--- src/rtl/dbreg_pkg.sv ---
`timescale 1ns/1ps
package dbreg_pkg;
    // Selects what fires a commit (write side) or a capture (read side).
    typedef enum logic {
        TRIG_SELF = 1'b0,   // the register's own subword access
        TRIG_EXT  = 1'b1    // a one-bit input
    } dbreg_trig_e;
endpackage

--- src/rtl/dbreg_byte_merge.sv ---
`timescale 1ns/1ps
module dbreg_byte_merge #(
    parameter int ACC_W = 16
) (
    input  logic [ACC_W-1:0]   old_word,
    input  logic [ACC_W-1:0]   new_word,
    input  logic [ACC_W/8-1:0] strb,
    output logic [ACC_W-1:0]   merged
);
    localparam int NBYTE = ACC_W / 8;

    for (genvar b = 0; b < NBYTE; b++) begin : g_byte
        assign merged[b*8 +: 8] = strb[b] ? new_word[b*8 +: 8] : old_word[b*8 +: 8];
    end
endmodule

--- src/rtl/dbreg_wr_side.sv ---
`timescale 1ns/1ps
module dbreg_wr_side
    import dbreg_pkg::*;
#(
    parameter int                REG_W     = 64,
    parameter int                ACC_W     = 16,
    parameter logic [REG_W-1:0]  RESET_VAL = '0,
    parameter dbreg_trig_e       WTRIG     = TRIG_SELF,
    localparam int               NSUB      = REG_W / ACC_W,
    localparam int               SUB_W     = $clog2(NSUB)
) (
    input  logic               clk,
    input  logic               rst_n,
    input  logic [SUB_W-1:0]   sub,
    input  logic               wr,
    input  logic [ACC_W-1:0]   wdata,
    input  logic [ACC_W/8-1:0] wstrb,
    input  logic               trig_ext,
    output logic [REG_W-1:0]   live
);
    typedef struct packed {
        logic [REG_W-1:0] pend;
        logic [REG_W-1:0] live;
    } wstate_t;

    wstate_t          st_d, st_q;
    logic [ACC_W-1:0] old_word;
    logic [ACC_W-1:0] new_word;
    logic             fire;

    assign old_word = st_q.pend[int'(sub)*ACC_W +: ACC_W];

    dbreg_byte_merge #(.ACC_W(ACC_W)) u_merge (
        .old_word (old_word),
        .new_word (wdata),
        .strb     (wstrb),
        .merged   (new_word)
    );

    if (WTRIG == TRIG_SELF) begin : g_self
        assign fire = wr && (sub == SUB_W'(NSUB - 1));
    end else begin : g_ext
        assign fire = trig_ext;
    end

    always_comb begin
        st_d = st_q;
        if (wr && (int'(sub) < NSUB)) begin
            st_d.pend[int'(sub)*ACC_W +: ACC_W] = new_word;
        end
        // Commit sees the buffer after this cycle's write.
        if (fire) begin
            st_d.live = st_d.pend;
        end
    end

    always_ff @(posedge clk or negedge rst_n) begin
        if (!rst_n) begin
            st_q <= '{pend: RESET_VAL, live: RESET_VAL};
        end else begin
            st_q <= st_d;
        end
    end

    assign live = st_q.live;
endmodule

--- src/rtl/dbreg_rd_side.sv ---
`timescale 1ns/1ps
module dbreg_rd_side
    import dbreg_pkg::*;
#(
    parameter int                REG_W     = 64,
    parameter int                ACC_W     = 16,
    parameter logic [REG_W-1:0]  RESET_VAL = '0,
    parameter dbreg_trig_e       RTRIG     = TRIG_SELF,
    localparam int               NSUB      = REG_W / ACC_W,
    localparam int               SUB_W     = $clog2(NSUB)
) (
    input  logic             clk,
    input  logic             rst_n,
    input  logic [SUB_W-1:0] sub,
    input  logic             rd,
    input  logic [REG_W-1:0] hw_val,
    input  logic             trig_ext,
    output logic [ACC_W-1:0] rdata
);
    typedef struct packed {
        logic [REG_W-1:0] snap;
    } rstate_t;

    rstate_t          st_d, st_q;
    logic             capture;
    logic             fresh;
    logic [ACC_W-1:0] snap_word;

    if (RTRIG == TRIG_SELF) begin : g_self
        assign capture = rd && (sub == '0);
        assign fresh   = capture;
    end else begin : g_ext
        assign capture = trig_ext;
        assign fresh   = 1'b0;
    end

    assign snap_word = (int'(sub) < NSUB) ? st_q.snap[int'(sub)*ACC_W +: ACC_W] : '0;

    always_comb begin
        st_d = st_q;
        if (capture) begin
            st_d.snap = hw_val;
        end
    end

    always_ff @(posedge clk or negedge rst_n) begin
        if (!rst_n) begin
            st_q <= '{snap: RESET_VAL};
        end else begin
            st_q <= st_d;
        end
    end

    always_comb begin
        if (!rd) begin
            rdata = '0;
        end else if (fresh) begin
            rdata = hw_val[ACC_W-1:0];
        end else begin
            rdata = snap_word;
        end
    end
endmodule

--- src/rtl/dbreg_top.sv ---
`timescale 1ns/1ps
module dbreg_top
    import dbreg_pkg::*;
#(
    parameter int                REG_W     = 64,
    parameter int                ACC_W     = 16,
    parameter logic [REG_W-1:0]  RESET_VAL = 64'h0123_4567_89AB_CDEF,
    parameter dbreg_trig_e       WTRIG     = TRIG_SELF,
    parameter dbreg_trig_e       RTRIG     = TRIG_SELF,
    localparam int               NSUB      = REG_W / ACC_W,
    localparam int               SUB_W     = $clog2(NSUB)
) (
    input  logic               clk,
    input  logic               rst_n,
    input  logic [SUB_W-1:0]   req_sub,
    input  logic               req_wr,
    input  logic [ACC_W-1:0]   req_wdata,
    input  logic [ACC_W/8-1:0] req_wstrb,
    input  logic               req_rd,
    output logic [ACC_W-1:0]   req_rdata,
    input  logic [REG_W-1:0]   hw_val,
    input  logic               wtrig_ext,
    input  logic               rtrig_ext,
    output logic [REG_W-1:0]   live_q
);
    dbreg_wr_side #(
        .REG_W(REG_W), .ACC_W(ACC_W), .RESET_VAL(RESET_VAL), .WTRIG(WTRIG)
    ) u_wr (
        .clk      (clk),
        .rst_n    (rst_n),
        .sub      (req_sub),
        .wr       (req_wr),
        .wdata    (req_wdata),
        .wstrb    (req_wstrb),
        .trig_ext (wtrig_ext),
        .live     (live_q)
    );

    dbreg_rd_side #(
        .REG_W(REG_W), .ACC_W(ACC_W), .RESET_VAL(RESET_VAL), .RTRIG(RTRIG)
    ) u_rd (
        .clk      (clk),
        .rst_n    (rst_n),
        .sub      (req_sub),
        .rd       (req_rd),
        .hw_val   (hw_val),
        .trig_ext (rtrig_ext),
        .rdata    (req_rdata)
    );
endmodule

--- config.mk ---
export PLATFORM = sky130hd
export DESIGN_NAME = dbreg_top
export DESIGN_NICKNAME = d
export VERILOG_FILES = /design/src/rtl/dbreg_pkg.sv /design/src/rtl/dbreg_byte_merge.sv /design/src/rtl/dbreg_wr_side.sv /design/src/rtl/dbreg_rd_side.sv /design/src/rtl/dbreg_top.sv
export SDC_FILE = /design/constraint.sdc
export NUM_CORES = 1
export LEC_CHECK = 0
export ABC_CLOCK_PERIOD_IN_PS = 2000
export BUFFER_PORTS_ARGS = -buffer_cell sky130_fd_sc_hd__buf_2
export CAP_MARGIN = 10
export CORE_MARGIN = 3
export CORE_UTILIZATION = 55
export DETAILED_ROUTE_END_ITERATION = 10
export MAX_ROUTING_LAYER = met4
export PLACE_DENSITY = 0.78
export REMOVE_ABC_BUFFERS = 1
export SYNTH_ARGS = -nofsm -noshare
export SYNTH_HDL_FRONTEND = slang
export SYNTH_SLANG_ARGS = --single-unit
--- constraint.sdc ---
create_clock -name clk -period 2 [get_ports clk]
set_clock_uncertainty 0.05 [all_clocks]
set_input_delay 0.1 -clock clk [delete_from_list [all_inputs] [get_ports clk]]
set_output_delay 0.1 -clock clk [all_outputs]
set_load 0.01 [all_outputs]
Word-level counts from Yosys, hierarchy flattened

Cells that the tools add are included.

Register bits: 192
Bits in latches: 0
Memory bits (writable): 0
ROM bits: 0
Output and inout bits: 80
Memories: 0

Add/subtract/negate cells: 1
Multiply operators: 0
Div/mod/pow operators: 0
$lt $le $gt $ge: 0
Equal/unequal tests: 1
Shift operators: 4
Muxes and demuxes: 6
Bitwise operators: 0
Reductions and logical operators: 3

Operator list:

| operator                                               | count |
|---|---|
| variable part select 64 x 7 -> 16 bit                  | 2 |
| bitwise mux 64 bit                                     | 1 |
| two-way mux 64 bit                                     | 1 |
| variable shift 16 x 33 -> 64 bit, first input constant | 1 |
| variable part select 16 x 33 -> 64 bit                 | 1 |
| negation 6 -> 33 bit                                   | 1 |
| two-way mux 16 bit                                     | 2 |
| two-way mux 8 bit                                      | 2 |
| == test 2 bit, second input constant                   | 1 |
| logical AND 1 bit                                      | 2 |
| zero test 2 bit                                        | 1 |

Longest topological paths before layout

Gate-level depths: netlist of the first run.

Word-level depth: 5
Depth in mapped cells: 10
Depth with buffers taken out: 5

By module

From an unflattened synthesis of the first run, not the netlist that was laid out.

Cell total of the unflattened synthesis: 665
Area, all modules: 8847.2 um2

Modules (own cells, without submodules):

| module           | instances | cells each | area an instance (um2) | seq. area each (um2) |
|---|---|---|---|---|
| dbreg_wr_side    | 1         | 486        | 6039.5                 | 3283.1 |
| dbreg_rd_side    | 1         | 161        | 2544.9                 | 1226.2 |
| dbreg_byte_merge | 1         | 18         | 262.8                  | 0.0 |

Worst setup path after synthesis of the first run

Ideal clock, no wire load.

Kind: input to register
From: input port req_sub[0]
To: register u_rd.st_q[12] (netlist bit)
Setup time: 125 ps
Arrival time: 1771 ps
Data required time: 1825 ps
Setup slack: 54 ps
Cell stages on the path: 9
Path buffers: 5
Path through: buf_6 buf_12 buf_12 inv_2 ha_1 buf_4 nand2_1 buf_2 mux2_2

Longest elaborated chain between the ends: 2

RTL lines:

| element              | line                | text |
|---|---|---|
| from (decl)          | dbreg_top.sv:15     | `input logic [SUB_W-1:0] req_sub,` |
| zero test 2 bit      | dbreg_rd_side.sv:30 | `assign capture = rd && (sub == '0);` |
| logical AND 1 bit    | dbreg_rd_side.sv:30 |  |
| to (signal assigned) | dbreg_rd_side.sv:48 | `st_q <= '{snap: RESET_VAL};` |
| to (signal assigned) | dbreg_rd_side.sv:50 | `st_q <= st_d;` |
| to (decl)            | dbreg_rd_side.sv:24 | `rstate_t st_d, st_q;` |

Every way passes these cells.
A chain may end at the register's enable or synchronous reset.

Final worst setup path of the first run

From: register u_rd.st_q[35] (netlist bit)
To: output port req_rdata[3]

Longest elaborated chain between the ends: 3

RTL lines:

| element                               | line                | text |
|---|---|---|
| variable part select 64 x 7 -> 16 bit | dbreg_rd_side.sv:37 | `assign snap_word = (int'(sub) < NSUB) ? st_q.snap[int'(sub)*ACC_W +: ACC_W] : '0;` |
| two-way mux 16 bit                    | dbreg_rd_side.sv:57 | `end else if (fresh) begin` |
| two-way mux 16 bit                    | dbreg_rd_side.sv:55 | `if (!rd) begin` |
| to (decl)                             | dbreg_top.sv:20     | `output logic [ACC_W-1:0] req_rdata,` |

Every way passes these cells.

==> impl_metrics.toml, run 1 <==
[outcome]
run_status = "completed"

[worst_setup_path]
critPathMaxFanout = 2
crit_chain = "mux4_2 > mux2i_1 > nor2b_1 > buf_2"
cp-end-kind = "output pin"
crit_slowest_cell = "mux4_2"
cp_slowest_stage_delay_ns = 0.47
critical_path_class = "reg -> out"
critical_path_arrival_ns = 1.73
required_ns = 1.85
start_kind = "register"

[clock_tree]
clkTransAtPathRegs_ns = 0.07
root_buffer = "clkbuf_16"
htree_levels = 4
cts_tree = "built"
clock_latency_ns = 0.43
postCtsSetupBuffers = 0
cts-buffers-inserted = 17
cts_sinks = 192
cts_buffer_depth = 2

[grt]
antenna_found_initial = 1
grt_overflow = 0
grt_pass1_vias = 8046
track_usage_pct = 27.5
grt_pass1_wl_um = 43000
grt_max_degree = 76

[timing]
min_period_ns = 1.88
drv_slew = 0
post-route-period-util_pct = 93.8
rsz0062_at_grt = "no"
tightest_slew_ns = 0.657
slew_headroom_pct = 56.2
final-hold-violation-count = 0
fmax_ghz = 0.533
setup_viol_count_final = 0
whs_ns = 0.0785
worst_slack_ns = 0.125

[placement]
place_hpwl_um = 16200
pre_cts_ws_ns = -0.0318
place_inst = 1139
port_buffers = 167
dpl_cell_area_um2 = 11000
place.gp.congestion = 0.790

[drt]
viasPerCell = 6.02
drt-pass1-iter-count = 5
avgRoutedWirePerCell_um = 21.3
ant_nets = 0
vias = 7446
drt_wl_total_um = 26400
drt_iter0_markers = 453
drc_errors = 0

[synthesis]
postSynthAreaPerCell_um2 = 12.4
synth_edf_count = 0
ys_ff_latch = 192
yosys-top-cells-area = "dfstp_2, dfrtp_1, mux2_2"
syn_area_um2 = 10200
synth_area_leader_cell = "dfstp_2"
synth-seq-area-share_pct = 48.1
synth_flop_cell = "dfstp_2"
synthAdderAreaFrac_pct = 0.612
synthArstFlopShare_pct = 100
synth_warnings = 0
yosys.area_share.simple_pct = 11.8
synthXorXnorAreaFrac_pct = 0
syn-instance-count = 825
synth_top_family_by_area = "compound AO/OA/AOI/OAI gates"
synth-compound-area-share_pct = 17.1
ys_types = 36
yosysTopAreaCellShare_pct = 24.7
synth_mux_area_share_pct = 14.0

[die]
die_w_um = 142
core.rowCount = 49
initial_core_util_pct = 56.6
die-area_um2 = 20300
die_h_um = 142
ios = 170
core_region_area_um2 = 18100

[run]
maxCapViolations = 0

[power]
ir_drop_mv = 0.649
power_density_nw_per_um2 = 816
power_w = 0.00995
p_leak_nw = 5.36

[worst_hold_path]
hold_path_class = "in -> reg"

[cells_and_area]
nets = 1089
synthToLayoutAreaGrowth_pct = 19.3
fin_cells = 1237
num-fill-cells = 1293
fin_area_um2 = 12200
drive_gt1_share_pct = 48.7
[power breakdown]
part	internal (W)	total, W	leakage, nW	switching, W
clock	0.00192	0.00345	0.287	0.00153
combinational	0.000878	0.00177	2.82	0.000895
sequential	0.00447	0.00473	2.25	0.000262
[cells in the final DEF, fill, tap and decap left out, drive strengths merged]
cell and instances:
nand3 3, a21oi 48, a211oi 15, bufinv 2, diode 1, dlygate4sd3 65
nand4 3, or2 2, and2 2, and4b 48, mux2i 16, clkbuf 21
nand2b 2, mux2 81, o22ai 16, nor2 2, nand2 86, dfrtp 96
buf 207, ha 5, o31ai 128, nor2b 31, clkinv 4, inv 8
and4bb 1, clkinvlp 2, and3b 1, mux4 16, dfstp 96
[per-stage QoR]
stage	utilization, %	setup TNS, ns
4_1_cts	67.4	0
3_3_place_gp	60.6	0
3_5_place_dp	60.6	-0.120
5_1_grt	67.5	0
2_1_floorplan	-	-125.11
6_report	67.5	0
[registers in the layout, summed over array words and instances, names as in the netlist]
name and flops:
u_rd.st_q 64, u_wr.live 64, u_wr.st_q 64
[cell usage after synthesis (2+ instances only)]
cell type	n
nand3_4	3
o31ai_1	117
dfstp_2	96
and4b_1	48
a211oi_2	2
mux2i_1	16
ha_1	5
nand2b_1	2
buf_4	67
dfrtp_1	96
a211oi_4	13
a21oi_1	48
inv_2	3
buf_6	9
mux4_2	16
o22ai_2	16
o31ai_2	10
clkbuf_1	24
buf_12	2
nand4_4	3
buf_2	20
mux2_2	81
nor2b_1	31
nand2_1	85
[final cells by class]
type / count / area (um2) / share of cell area [%]
multi-input cells: 506 / 4450 / 36.5
repair buffers: 273 / 1930 / 15.8
well taps: 229 / 287 / 2.35
inverters: 4 / 15.0 / 0.123
clock buffers: 20 / 457 / 3.74
clock inverters: 12 / 130 / 1.07
flip-flops and latches: 192 / 4920 / 40.4
diodes: 1 / 2.50 / 0.0205
[worst paths after layout]
check                      cells past startpoint  slack, ns            from              to
setup reg to reg                               4       0.61  u_wr.st_q[110]   u_wr.live[62]
setup / recovery                               4       0.12   u_rd.st_q[35]    req_rdata[3]
min in group asynchronous                      2       0.18           rst_n   u_wr.live[53]
hold / removal                                 3       0.08   req_wdata[15]  u_wr.st_q[127]
max in group asynchronous                      3       1.27           rst_n    u_rd.st_q[0]
hold reg to reg                                2       0.43  u_wr.st_q[119]  u_wr.st_q[119]
[metal layers]
metal  global-route usage [%]  vias to the layer above  routed length [um]
met2                     43.9                      280               12900
met4                     8.80                        0                 525
li1                         -                     3362                   -
met3                     5.78                       39                1630
met1                     35.6                     3765               11300
met5                        -                        -                   0
[worst max-delay path: cells and delay by family, from the launching register on]
| family | cells | cell delay, ns |
|---|---|---|
| multiplexers | 2 | 0.66 |
| flip-flops | 1 | 0.40 |
| buffers and inverters | 1 | 0.14 |
| AND/OR/NAND/NOR | 1 | 0.08 |
[cell families after synthesis]
family	after synthesis
DFF	192
muxes	113
buffers and inverters	127
adders and majority gates	5
and+or+nand+nor	181
AOI/OAI and AO/OA	207
[timing repair]
action | 4_1_cts | 5_1_grt
endpoints found under the setup margin | 0 | 0
endpoints found under the hold margin | 221 | 0
hold buffers | 65 | 0
resized for setup | 0 | 0
Note: power is estimated with default switching activity, not from simulation.
==> run 2: changes to the inputs <==
--- a/config.mk
+++ b/config.mk
@@ -10,6 +10,7 @@
 export CAP_MARGIN = 10
 export CORE_MARGIN = 3
 export CORE_UTILIZATION = 55
+export CTS_BUF_LIST = sky130_fd_sc_hd__clkbuf_8
 export DETAILED_ROUTE_END_ITERATION = 10
 export MAX_ROUTING_LAYER = met4
 export PLACE_DENSITY = 0.78
==> impl_metrics.toml, run 2 (synthesized netlist as in run 1, its figures left out) <==
[power]
combPwrFrac_pct = 19.4
p_leak_nw = 5.28
ir_drop_mv = 0.426
clkPwrFrac_pct = 28.5
pwr-share-seq_pct = 52.0
swShare_pct = 28.2
internal_power_w = 0.00653
switchingPower_w = 0.00256
power_density_nw_per_um2 = 757

[clock_tree]
cts-buffers-inserted = 17
root_buffer = "clkbuf_8"
cts_tree = "built"
postCtsSetupBuffers = 0
clkTransAtPathRegs_ns = 0.10
htree_levels = 4
cts_buffer_depth = 2
cts_sinks = 192
clock_latency_ns = 0.46

[worst_setup_path]
critical_path_arrival_ns = 1.77
start_kind = "register"
required_ns = 1.85
cp-end-kind = "output pin"
critPathMaxFanout = 2
critical_path_class = "reg -> out"

[die]
ios = 170
die_h_um = 142
die-area_um2 = 20300
die_w_um = 142
initial_core_util_pct = 56.6
core_region_area_um2 = 18100
core.rowCount = 49

[drt]
drc_errors = 0
viasPerCell = 6.03
drt_iter0_markers = 440
drt_wl_total_um = 26000
avgRoutedWirePerCell_um = 21.0
ant_nets = 0
dr_wl_met2_um = 12700
highest_layer = "met4"
vias = 7453
drt-pass1-iter-count = 5
wl_met1_um = 10900
met3_length_um = 1890

[cells_and_area]
synthToLayoutAreaGrowth_pct = 17.4
fin_area_um2 = 12000
drive_gt1_share_pct = 48.7
final_cell_mix = "buf_2, o31ai_1, dfstp_2, dfrtp_1, nand2_1"
nets = 1089
final_common_cell = "buf_2"

[worst_hold_path]
hold_path_class = "in -> reg"

[placement]
dpl_cell_area_um2 = 11000
port_buffers = 167
place_hpwl_um = 16200
place.gp.congestion = 0.790

[timing]
final-hold-violation-count = 0
tightest_slew_ns = 0.631
min_period_ns = 1.92
post-route-period-util_pct = 96.1
setup_viol_count_final = 0
rsz0062_at_grt = "no"
slew_headroom_pct = 57.9
fmax_ghz = 0.520
drv_slew = 0
whs_ns = 0.0363

[grt]
grt_pass1_wl_um = 42700
antenna_found_initial = 1
grt_pass1_vias = 7953
grt_max_degree = 76
grt_overflow = 0
track_usage_pct = 27.3

[run]
maxCapViolations = 0

[outcome]
run_status = "completed"
## run 2: cell types whose count changed in the layout (fill, tap and decap cells not counted)
| cell | previous run | this run |
|---|---|---|
| clkbuf_1 | 1 | 0 |
| clkbuf_8 | 3 | 20 |
| inv_1 | 1 | 2 |
| clkbuf_16 | 17 | 0 |
## run 2: path summary, 6_finish.rpt
path                            slack [ns]  depth (start not counted)      startpoint        endpoint
worst max register to register        0.59                          4  u_wr.st_q[110]   u_wr.live[62]
min in group asynchronous             0.14                          2           rst_n   u_wr.live[53]
max in group asynchronous             1.31                          3           rst_n   u_rd.st_q[11]
worst min register to register        0.43                          2  u_wr.st_q[112]  u_wr.st_q[112]
worst max-delay path                  0.08                          4   u_rd.st_q[51]    req_rdata[3]
worst min-delay path                  0.04                          3   req_wdata[15]  u_wr.st_q[127]
## run 2: power groups by stage
stage | clock [W] | combinational (W) | sequential (W)
floorplan | 0 | 0.000949 | 0.00475
global placement | 0 | 0.00160 | 0.00476
detailed placement | 0 | 0.00165 | 0.00478
CTS | 0.00265 | 0.00175 | 0.00471
global route | 0.00282 | 0.00192 | 0.00478
finish | 0.00260 | 0.00177 | 0.00473
## run 2: stage by stage
stage	cells	worst slack (ns)	setup TNS (ns)	util [%]	total power [W]
2_1_floorplan	702	-1.21	-125.11	-	0.00570
4_1_cts	1236	0.125	0	66.4	0.00911
5_1_grt	1237	0.0202	0	66.4	0.00952
3_3_place_gp	1139	0.0509	0	60.6	0.00636
3_5_place_dp	1139	-0.0318	-0.120	60.6	0.00642
6_report	1237	0.0781	0	66.4	0.00909
## run 2: critical path: stages, from the launching register on
cell and delay (ns):
dfrtp_1 0.40, mux4_2 0.48, mux2i_1 0.19, nor2b_1 0.09, buf_2 0.14
## run 2: per-layer routing
layer,track usage (%),vias up
li1,-,3344
met3,6.01,43
met2,43.2,319
met5,-,-
met1,35.5,3747
met4,8.55,0
## run 2: final cells by class
type / count / area, um2
timing repair buffer: 273 / 1930
fill: 1323 / 6080
sequential: 192 / 4920
clock inverter: 13 / 134
inverter: 4 / 15.0
antenna: 1 / 2.50
tap: 229 / 287
clock buffer: 19 / 262
multi-input combinational: 506 / 4450
## run 2: timing repair
| item | CTS | global route |
|---|---|---|
| gates resized for setup | 0 | 0 |
| hold buffers | 65 | 0 |
| hold endpoints to repair | 256 | 0 |
==> run 3: changes to the inputs <==
--- a/config.mk
+++ b/config.mk
@@ -13,8 +13,9 @@
 export CTS_BUF_LIST = sky130_fd_sc_hd__clkbuf_8
 export DETAILED_ROUTE_END_ITERATION = 10
 export MAX_ROUTING_LAYER = met4
-export PLACE_DENSITY = 0.78
+export PLACE_DENSITY = 0.85
 export REMOVE_ABC_BUFFERS = 1
 export SYNTH_ARGS = -nofsm -noshare
 export SYNTH_HDL_FRONTEND = slang
+export SYNTH_HIERARCHICAL = 1
 export SYNTH_SLANG_ARGS = --single-unit
==> impl_metrics.toml, run 3 <==
[outcome]
run_status = "completed"

[cells_and_area]
synthToLayoutAreaGrowth_pct = 20.3
final_common_cell = "buf_2"
nets = 947
drive_gt1_share_pct = 52.7
final_cell_mix = "buf_2, dfrtp_1, dfstp_2, mux2_4, dlygate4sd3_1"
final_core_utilization_pct = 68.7
fin_cells = 1076
fin_area_um2 = 10600
num-fill-cells = 1015
antenna_cells = 0

[placement]
port_buffers = 167
place.gp.congestion = 0.828
place_hpwl_um = 14100
place_inst = 980
dpl_cell_area_um2 = 9600

[die]
initial_core_util_pct = 57.1
die_h_um = 133
core.rowCount = 45
core_region_area_um2 = 15500
ios = 170
die-area_um2 = 17600
die_w_um = 133

[drt]
vias = 6216
drt-pass1-iter-count = 5
avgRoutedWirePerCell_um = 20.9
ant_nets = 0
drt_iter0_markers = 455
drc_errors = 0
drt_wl_total_um = 22500
viasPerCell = 5.78

[clock_tree]
cts_buffer_depth = 2
cts-buffers-inserted = 17
cts_sinks = 176
cts_tree = "built"
clock_latency_ns = 0.45
root_buffer = "clkbuf_8"
htree_levels = 4
clkTransAtPathRegs_ns = 0.08

[worst_setup_path]
reg2reg_from = "u_wr/st_q[122]"
required_ns = 2.33
critical_path_class = "reg -> reg"
cp-endpoint = "u_wr/live[10]"
path_delay_family = "multiplexers"
crit_path_start = "u_wr/st_q[122]"
critical_path_arrival_ns = 2.29
r2r_end = "u_wr/live[10]"
cp-end-kind = "register"
worst_r2r_path_depth = 5
critPathMaxFanout = 4
start_kind = "register"
r2r_setup_slack_ns = 0.04
crit_slowest_cell = "mux4_2"
crit_chain = "mux4_2 > mux2_4 > and3_1 > a22o_4 > mux2_2"
cp_slowest_stage_delay_ns = 0.48
crit_cells = 5
cp.buffers_inverters = 0

[power]
p_leak_nw = 5.29
power_w = 0.00833
ir_drop_mv = 0.606
power_density_nw_per_um2 = 782

[grt]
antenna_found_initial = 0
grt_pass1_vias = 6628
grt_max_degree = 83
track_usage_pct = 26.5
grt_pass1_wl_um = 35600
grt_overflow = 0

[synthesis]
synth_commonest_cells = "dfrtp_1, dfstp_2, buf_4"
postSynthAreaPerCell_um2 = 13.3
ys_types = 36
ys_ff_latch = 176
synth_warnings = 6
synth-seq-area-share_pct = 51.0
syn_area_um2 = 8850
synth_flop_cell = "dfrtp_1"
synth_edf_count = 0
post-synth-top-count-cell = "dfrtp_1"
yosysTopAreaCellShare_pct = 26.0
synthArstFlopShare_pct = 100
synth_area_leader_cell = "dfrtp_1"
yosys-top-cells-area = "dfrtp_1, dfstp_2, mux2_4"
syn-instance-count = 665

[worst_hold_path]
holdPathStages = 4
hold_path_class = "in -> reg"

[timing]
setup_tns_ns = 0
tightest_slew_ns = 1.11
drv_slew = 0
slew_headroom_pct = 26.0
setup_viol_count_final = 0
min_period_ns = 1.96
fmax_ghz = 0.509
post-route-period-util_pct = 98.2
final-hold-violation-count = 0

[run]
maxCapViolations = 0
==> run 3: worst register-to-register path, cell delays in order (launching register included) <==
cell	delay (ns)
dfrtp_1	0.40
mux4_2	0.48
mux2_4	0.31
and3_1	0.18
a22o_4	0.22
mux2_2	0.26
==> run 3: area by class of cell <==
class,instances,area (um2),area share [%]
flip-flops and latches,176,4510,42.4
multi-input cells,342,3400,32.0
repair buffers,282,1950,18.3
well taps,211,264,2.48
clock buffers,19,262,2.46
clock inverters,13,129,1.21
inverters,33,124,1.16
==> run 3: timing repair <==
action / 4_1_cts / 5_1_grt
endpoints found under the setup margin: 0 / 6
hold endpoints to repair: 172 / 0
resized for setup: 0 / 5
setup buffers: 0 / 6
hold buffers: 58 / 0
==> run 3: cells by family (layout without fill, tap and decap cells) <==
| group | Yosys count | after routing | share of synthesized area, % |
|---|---|---|---|
| buffers and inverters | 147 | 347 | 11.0 |
| DFF | 176 | 176 | 51.0 |
| AOI/OAI and AO/OA | 127 | 127 | 11.8 |
| muxes | 128 | 128 | 20.4 |
| adders and majority gates | 5 | 5 | 0.707 |
| and+or+nand+nor | 82 | 82 | 5.13 |
==> run 3: through the flow <==
stage                     worst slack [ns]  hold slack, ns
final                               0.0353          0.0621
after global routing              -0.00570          0.0511
after CTS                           0.0304          0.0220
after detailed placement            -0.143         -0.0154
after global placement              -0.104         -0.0210
after floorplan                      -1.63          -0.246
==> run 3: where the power goes <==
group / switching (W) / internal (W)
clock: 0.00132 / 0.00108
combinational: 0.000776 / 0.000861
sequential: 0.000239 / 0.00405
total: 0.00234 / 0.00599
==> run 3: worst min path at each step <==
| stage | from | endpoint | slack, ns |
|---|---|---|---|
| after floorplan | rst_n | u_rd/st_q[18] | -0.25 |
| after global placement | rst_n | u_wr/live[35] | -0.02 |
| after detailed placement | rst_n | u_wr/live[35] | -0.02 |
| after CTS | req_wdata[14] | u_wr/st_q[94] | 0.02 |
| after global routing | req_wdata[14] | u_wr/st_q[94] | 0.05 |
| final | req_wdata[14] | u_wr/st_q[94] | 0.06 |
==> run 3: routing by layer <==
metal  global-route usage [%]  vias to the layer above  wire length (um)
met4                     9.87                        0               617
met5                        -                        -                 0
met2                     40.9                      368             10800
li1                         -                     2707                 -
met3                     8.17                       53              1960
met1                     32.9                     3088              9030
